<file path="src/rtl/bmcdec_pkg.sv">
package bmcdec_pkg;

  // Strobes from the control to the datapath
  typedef struct packed {
    logic sample;     // take the line level at the sample phase
    logic first;      // this sample is the frame's reference bit
  } bmcCtl_t;

endpackage

</file>
<file path="src/rtl/bmc_dec_datapath.sv">
module bmc_dec_datapath
  import bmcdec_pkg::*;
#(
  parameter int SYNC_STAGES = 2
) (
  input  logic    clk,
  input  logic    rstN,
  input  logic    rxIn,
  input  bmcCtl_t ctl,
  output logic    lineEdge,
  output logic    dataOut,
  output logic    clkStrobe
);

  logic [SYNC_STAGES-1:0] syncReg;
  logic lineNow;
  logic lineDly;
  logic refLevel;
  logic sampleDly;

  generate
    if (SYNC_STAGES == 1) begin : g_sync1
      always_ff @(posedge clk or negedge rstN) begin
        if (!rstN) syncReg <= '0;
        else       syncReg <= rxIn;
      end
    end else begin : g_syncN
      always_ff @(posedge clk or negedge rstN) begin
        if (!rstN) syncReg <= '0;
        else       syncReg <= {syncReg[SYNC_STAGES-2:0], rxIn};
      end
    end
  endgenerate

  assign lineNow  = syncReg[SYNC_STAGES-1];
  assign lineEdge = lineNow ^ lineDly;

  always_ff @(posedge clk or negedge rstN) begin
    if (!rstN) begin
      lineDly   <= 1'b0;
      refLevel  <= 1'b0;
      dataOut   <= 1'b0;
      sampleDly <= 1'b0;
      clkStrobe <= 1'b0;
    end else begin
      lineDly   <= lineNow;
      sampleDly <= ctl.sample;
      clkStrobe <= sampleDly;
      if (ctl.sample) begin
        refLevel <= lineNow;
        dataOut  <= ctl.first ? 1'b0 : (lineNow == refLevel);
      end
    end
  end


  data_hold_chk: assert property (@(posedge clk) disable iff (!rstN)
    !$past(ctl.sample) |-> $stable(dataOut));


  strobe_after_sample_chk: assert property (@(posedge clk) disable iff (!rstN)
    clkStrobe |-> $past(ctl.sample, 2));


  strobe_single_chk: assert property (@(posedge clk) disable iff (!rstN)
    clkStrobe |=> !clkStrobe);

endmodule

</file>
<file path="src/rtl/bmc_dec_control.sv">
module bmc_dec_control
  import bmcdec_pkg::*;
#(
  parameter int OVERSAMPLE    = 8,
  parameter int SAMPLE_PHASE  = 5,
  parameter int STALL_PERIODS = 7
) (
  input  logic    clk,
  input  logic    rstN,
  input  logic    lineEdge,
  output bmcCtl_t ctl,
  output logic    frameSelN
);

  localparam int CNT_W      = (OVERSAMPLE > 1) ? $clog2(OVERSAMPLE) : 1;
  localparam int LAST_PHASE = OVERSAMPLE - 1;
  localparam int TIMEOUT    = STALL_PERIODS * OVERSAMPLE;
  localparam int SIL_W      = $clog2(TIMEOUT + 1);

  logic             active;
  logic [CNT_W-1:0] phase;
  logic             armed;
  logic [SIL_W-1:0] silence;
  logic             firstBit;

  logic atLast, atSample, validEdge, timeoutHit, sampleNow;

  assign atLast     = (phase == CNT_W'(LAST_PHASE));
  assign atSample   = (phase == CNT_W'(SAMPLE_PHASE));
  assign validEdge  = active && lineEdge && armed;
  assign timeoutHit = active && atLast && !validEdge &&
                      (silence == SIL_W'(TIMEOUT - 1));
  assign sampleNow  = active && atSample && !validEdge;

  assign ctl.sample = sampleNow;
  assign ctl.first  = firstBit;

  always_ff @(posedge clk or negedge rstN) begin
    if (!rstN) begin
      active    <= 1'b0;
      phase     <= '0;
      armed     <= 1'b0;
      silence   <= '0;
      frameSelN <= 1'b1;
      firstBit  <= 1'b0;
    end else if (!active) begin
      if (lineEdge) begin
        active    <= 1'b1;
        phase     <= '0;
        armed     <= 1'b0;
        silence   <= '0;
        frameSelN <= 1'b0;
        firstBit  <= 1'b1;
      end
    end else if (timeoutHit) begin
      active    <= 1'b0;
      phase     <= '0;
      armed     <= 1'b0;
      silence   <= '0;
      frameSelN <= 1'b1;
    end else if (validEdge) begin
      phase   <= '0;
      armed   <= 1'b0;
      silence <= '0;
    end else begin
      if (!atLast) phase   <= phase + CNT_W'(1);
      else         silence <= silence + SIL_W'(1);
      if (atSample) armed    <= 1'b1;
      if (sampleNow) firstBit <= 1'b0;
    end
  end


  start_clean_chk: assert property (@(posedge clk) disable iff (!rstN)
    $fell(frameSelN) |-> (phase == '0) && !armed);


  restart_armed_chk: assert property (@(posedge clk) disable iff (!rstN)
    (active && $past(active) && phase == '0 && $past(phase) != '0) |-> $past(armed));


  stall_hold_chk: assert property (@(posedge clk) disable iff (!rstN)
    (active && atLast && !lineEdge && !timeoutHit) |=> atLast);


  timeout_from_stall_chk: assert property (@(posedge clk) disable iff (!rstN)
    $rose(frameSelN) |-> $past(phase) == CNT_W'(LAST_PHASE));

endmodule

</file>
<file path="src/rtl/bmc_line_decoder.sv">
module bmc_line_decoder
  import bmcdec_pkg::*;
#(
  parameter int OVERSAMPLE    = 8,
  parameter int SAMPLE_PHASE  = 5,
  parameter int STALL_PERIODS = 7,
  parameter int SYNC_STAGES   = 2
) (
  input  logic clk,
  input  logic rstN,
  input  logic rxIn,
  output logic dataOut,
  output logic clkStrobe,
  output logic frameSelN
);

  bmcCtl_t ctl;
  logic    lineEdge;

  bmc_dec_datapath #(
    .SYNC_STAGES(SYNC_STAGES)
  ) u_path (
    .clk      (clk),
    .rstN     (rstN),
    .rxIn     (rxIn),
    .ctl      (ctl),
    .lineEdge (lineEdge),
    .dataOut  (dataOut),
    .clkStrobe(clkStrobe)
  );

  bmc_dec_control #(
    .OVERSAMPLE   (OVERSAMPLE),
    .SAMPLE_PHASE (SAMPLE_PHASE),
    .STALL_PERIODS(STALL_PERIODS)
  ) u_ctrl (
    .clk      (clk),
    .rstN     (rstN),
    .lineEdge (lineEdge),
    .ctl      (ctl),
    .frameSelN(frameSelN)
  );


  idle_quiet_chk: assert property (@(posedge clk) disable iff (!rstN)
    (frameSelN && $past(frameSelN)) |-> !clkStrobe);

endmodule

</file>
<file path="config.mk">
export PLATFORM = sky130hd
export DESIGN_NAME = bmc_line_decoder
export DESIGN_NICKNAME = d
export VERILOG_FILES = /design/src/rtl/bmcdec_pkg.sv /design/src/rtl/bmc_dec_datapath.sv /design/src/rtl/bmc_dec_control.sv /design/src/rtl/bmc_line_decoder.sv
export SDC_FILE = /design/constraint.sdc
export NUM_CORES = 1
export LEC_CHECK = 0
export BUFFER_PORTS_ARGS = -buffer_cell sky130_fd_sc_hd__buf_4
export CAP_MARGIN = 5
export CORE_MARGIN = 2
export CORE_UTILIZATION = 40
export CTS_CLUSTER_SIZE = 20
export DETAILED_ROUTE_END_ITERATION = 6
export GPL_ROUTABILITY_DRIVEN = 0
export PLACE_DENSITY = 0.63
export SYNTH_ARGS = -nofsm -noshare
export SYNTH_HDL_FRONTEND = slang
export SYNTH_HIERARCHICAL = 1
export SYNTH_SLANG_ARGS = --single-unit
</file>
<file path="constraint.sdc">
create_clock -name clk -period 3.3 [get_ports clk]
set_clock_uncertainty 0.15 [all_clocks]
set_input_delay 0.165 -clock clk [delete_from_list [all_inputs] [get_ports clk]]
set_output_delay 0.165 -clock clk [all_outputs]
set_load 0.01 [all_outputs]
</file>
==> results.toml <==
[status]
outcome = "finished clean"

[clock_network]
cts_tree = "built"
cts_resized = 0
htree_levels = 1
cts_buffers = 3
clk_latency_ps = 300
cts_sinks = 20
clk_pin_slew_worst_paths_ps = 110
clock_tree.buffer_depth = 2
cts.root.buffer_cell = "sky130_fd_sc_hd__clkbuf_4"

[setup_path]
cp_slowest_stage_delay_ps = 600
cpMaxStageDelayCell = "sky130_fd_sc_hd__a21boi_1"
worst-path-buf-inv = 0
cp_max_fo = 11
endpoint_kind = "flop"
cp_top_family = "compound AO/OA/AOI/OAI gates"
start_kind = "flop"
critical_path_class = "flop to flop"
timing.critical_path.arrival_ps = 2220
cp_cell_sequence = "xor2_1 > a21boi_1 > and3_1 > mux2_2"
crit_required_ps = 3350

[cells_and_area]
area_growth_syn_to_layout_pct = 11.6
final_util_pct = 47.5
n_antenna_cell = 0
final_layout_size_suffix_gt1_share_pct = 16.8
num-nets-final = 103
stdcell_area_um2 = 1050

[logic_synthesis]
synth_flop_cell = "sky130_fd_sc_hd__dfrtp_1"
async_flop_share_pct = 100
post_synth.cell_area_avg_um2 = 10.8
post_synth_main_area_contributors = "sky130_fd_sc_hd__dfrtp_1, sky130_fd_sc_hd__o21ai_0, sky130_fd_sc_hd__ha_1, sky130_fd_sc_hd__a21oi_1, sky130_fd_sc_hd__dfstp_2"
post-synth-top-area-cell = "sky130_fd_sc_hd__dfrtp_1"
synth_warnings = 6
synth_enable_flop_cells = 0
synth.distinct_cells = 34
summed_instance_area_of_the_synthesized_netlist_um2 = 941
seq_area_frac_synth_pct = 53.3
post_synthesis_instance_total = 87
postSynthRegisterBits = 20
synth_top_cell_area_share_pct = 50.5
syn_nets = 94

[power]
p_per_area_nw_per_um2 = 664
leakage_nw = 0.484
peakVddDrop_uv = 465

[global_route]
number_of_global_route_vias_before_repair = 645
grt_util_met2_pct = 20.6
grt_overflow_total = 0
gr-max-usage-layer = "met1"
grt_pass1_wl_mm = 2.93
use_met3_pct = 5.14
grtUsageTotal_pct = 14.8
grt_antenna_before_repair = 0
met1_usage_pct = 20.8
pin_count_of_the_biggest_net_entering_global_routing = 21

[placement]
port-buffer-count = 5
dpl_cell_area_um2 = 993
dp_hpwl_mm = 1.15

[timing]
rsz0062_at_grt = "false"
finalSetupViolations = 0
report.final.hold_viol_count = 0
finalCriticalPeriod_ps = 2170
drv_slew = 0
timing_worst_slew_pin_value_ps = 720
totalNegativeSetupSlack_ps = 0
layout_worst_path_cycle_share_pct = 65.8
timing.slew.headroom_pct = 51.9
fmax_mhz = 461

[floorplanning]
floorplan.io_pins = 6
initial_core_util_pct = 42.5
core_um2 = 2210
die_height_um = 52.5
die_w_um = 52.5
num_rows = 17
design.die.area_um2 = 2760

[min_path]
classification_of_the_worst_slack_hold_path = "input pin to asynchronous set/reset pin"

[detailed_routing]
routed_wl_mm = 1.64
drt_first_iter_violations = 15
routed_wirelength_normalized_by_instance_count_um = 13.3
routed-via-count = 675
firstDrtPassIters = 6
route.detailed.drc = 0
vias_per_cell = 5.49
postRouteAntennaNets = 0

[flow_run]
cap_violations = 0
[routing by layer]
layer	vias to the layer above	routed length, um	part of all wire [%]
met5	-	0	0
met3	2	58	3.5
met4	0	17	1.0
met2	15	732	45
met1	324	827	51
li1	334	-	-
[power by group]
part / internal (mW) / switching, mW / leakage, nW / total [mW]
registers: 0.301 / 0.0437 / 0.252 / 0.345
logic: 0.108 / 0.104 / 0.211 / 0.212
clock network: 0.0672 / 0.0728 / 0.0210 / 0.140
[sequential cells by signal (all words and copies together), names as in the netlist]
signal / count
u_ctrl/frameSelN: 1
u_ctrl/silence: 6
u_path/clkStrobe: 1
u_path/lineDly: 1
u_ctrl/active: 1
u_path/sampleDly: 1
u_path/refLevel: 1
u_ctrl/armed: 1
u_path/syncReg: 2
u_path/dataOut: 1
u_ctrl/phase: 3
u_ctrl/firstBit: 1
[what timing repair did]
item                      CTS  global route
hold endpoints to repair   21             0
hold buffers                2             0
setup buffers               0             0
[synthesized netlist by cell type (all sizes together) (2+ instances only)]
cell type   n
a21oi       6
o21ai      11
nand3       3
and3        3
buf         3
dfrtp      19
nand4       2
inv         6
xor2        2
nor2        3
ha          4
mux2        2
nand2       4
[path summary, 6_finish.rpt]
check,endpoint,depth (start not counted),start,slack (ps)
max in group asynchronous,u_ctrl/frameSelN$_DFFE_PN1P_,2,rstN,2610
min,u_path/dataOut$_DFFE_PN0P_,2,rstN,120
max,u_path/refLevel$_DFFE_PN0P_,4,u_path/syncReg[1]$_DFF_PN0_,1130
min reg2reg,u_path/syncReg[1]$_DFF_PN0_,0,u_path/syncReg[0]$_DFF_PN0_,210
min in group clk,u_path/syncReg[1]$_DFF_PN0_,0,u_path/syncReg[0]$_DFF_PN0_,210
max reg2reg,u_path/refLevel$_DFFE_PN0P_,4,u_path/syncReg[1]$_DFF_PN0_,1130
[cells in the final DEF (no fill, tap or decap), drive strengths merged]
cell / instances
a211oi: 1
dlygate4sd3: 2
nor3: 1
clkbuf: 4
a22o: 1
and4b: 1
o21a: 1
a21oi: 6
ha: 4
dfrtp: 19
or2: 1
o2bb2ai: 1
nand2b: 1
nor4: 1
dfstp: 1
and3: 3
xor2: 2
nand4: 2
nand4b: 1
nand3: 3
a21boi: 1
a21bo: 1
nand2: 4
buf: 5
or2b: 1
inv: 6
o22ai: 1
o31ai: 1
mux2: 2
o41ai: 1
a21o: 1
nor2: 3
o21ai: 11
a31oi: 1
[cell type report]
class / instances / area (um2)
fill: 215 / 1160
tap: 28 / 35.0
sequential: 20 / 502
inverter: 6 / 22.5
clock buffer: 4 / 36.3
timing repair buffer: 7 / 57.6
multi-input combinational: 58 / 397
[kinds of logic after synthesis]
logic type	synth area share (%)
compound gates	18.8
fa+ha+maj	5.32
buf+inv	4.52
flops	53.3
simple gates	13.4
mux	2.79
xor+xnor	1.86
[stage by stage]
stage | std cells | hold WS (ps) | worst slack, ps | power, mW
floorplan | 87 | -281 | 1450 | 0.508
global placement | 117 | -95.6 | 1200 | 0.547
detailed placement | 117 | -92.0 | 1140 | 0.560
CTS | 123 | 117 | 1120 | 0.706
global route | 123 | 146 | 1020 | 0.755
finish | 123 | 124 | 1130 | 0.697
Power figures use the tool's default switching activity.
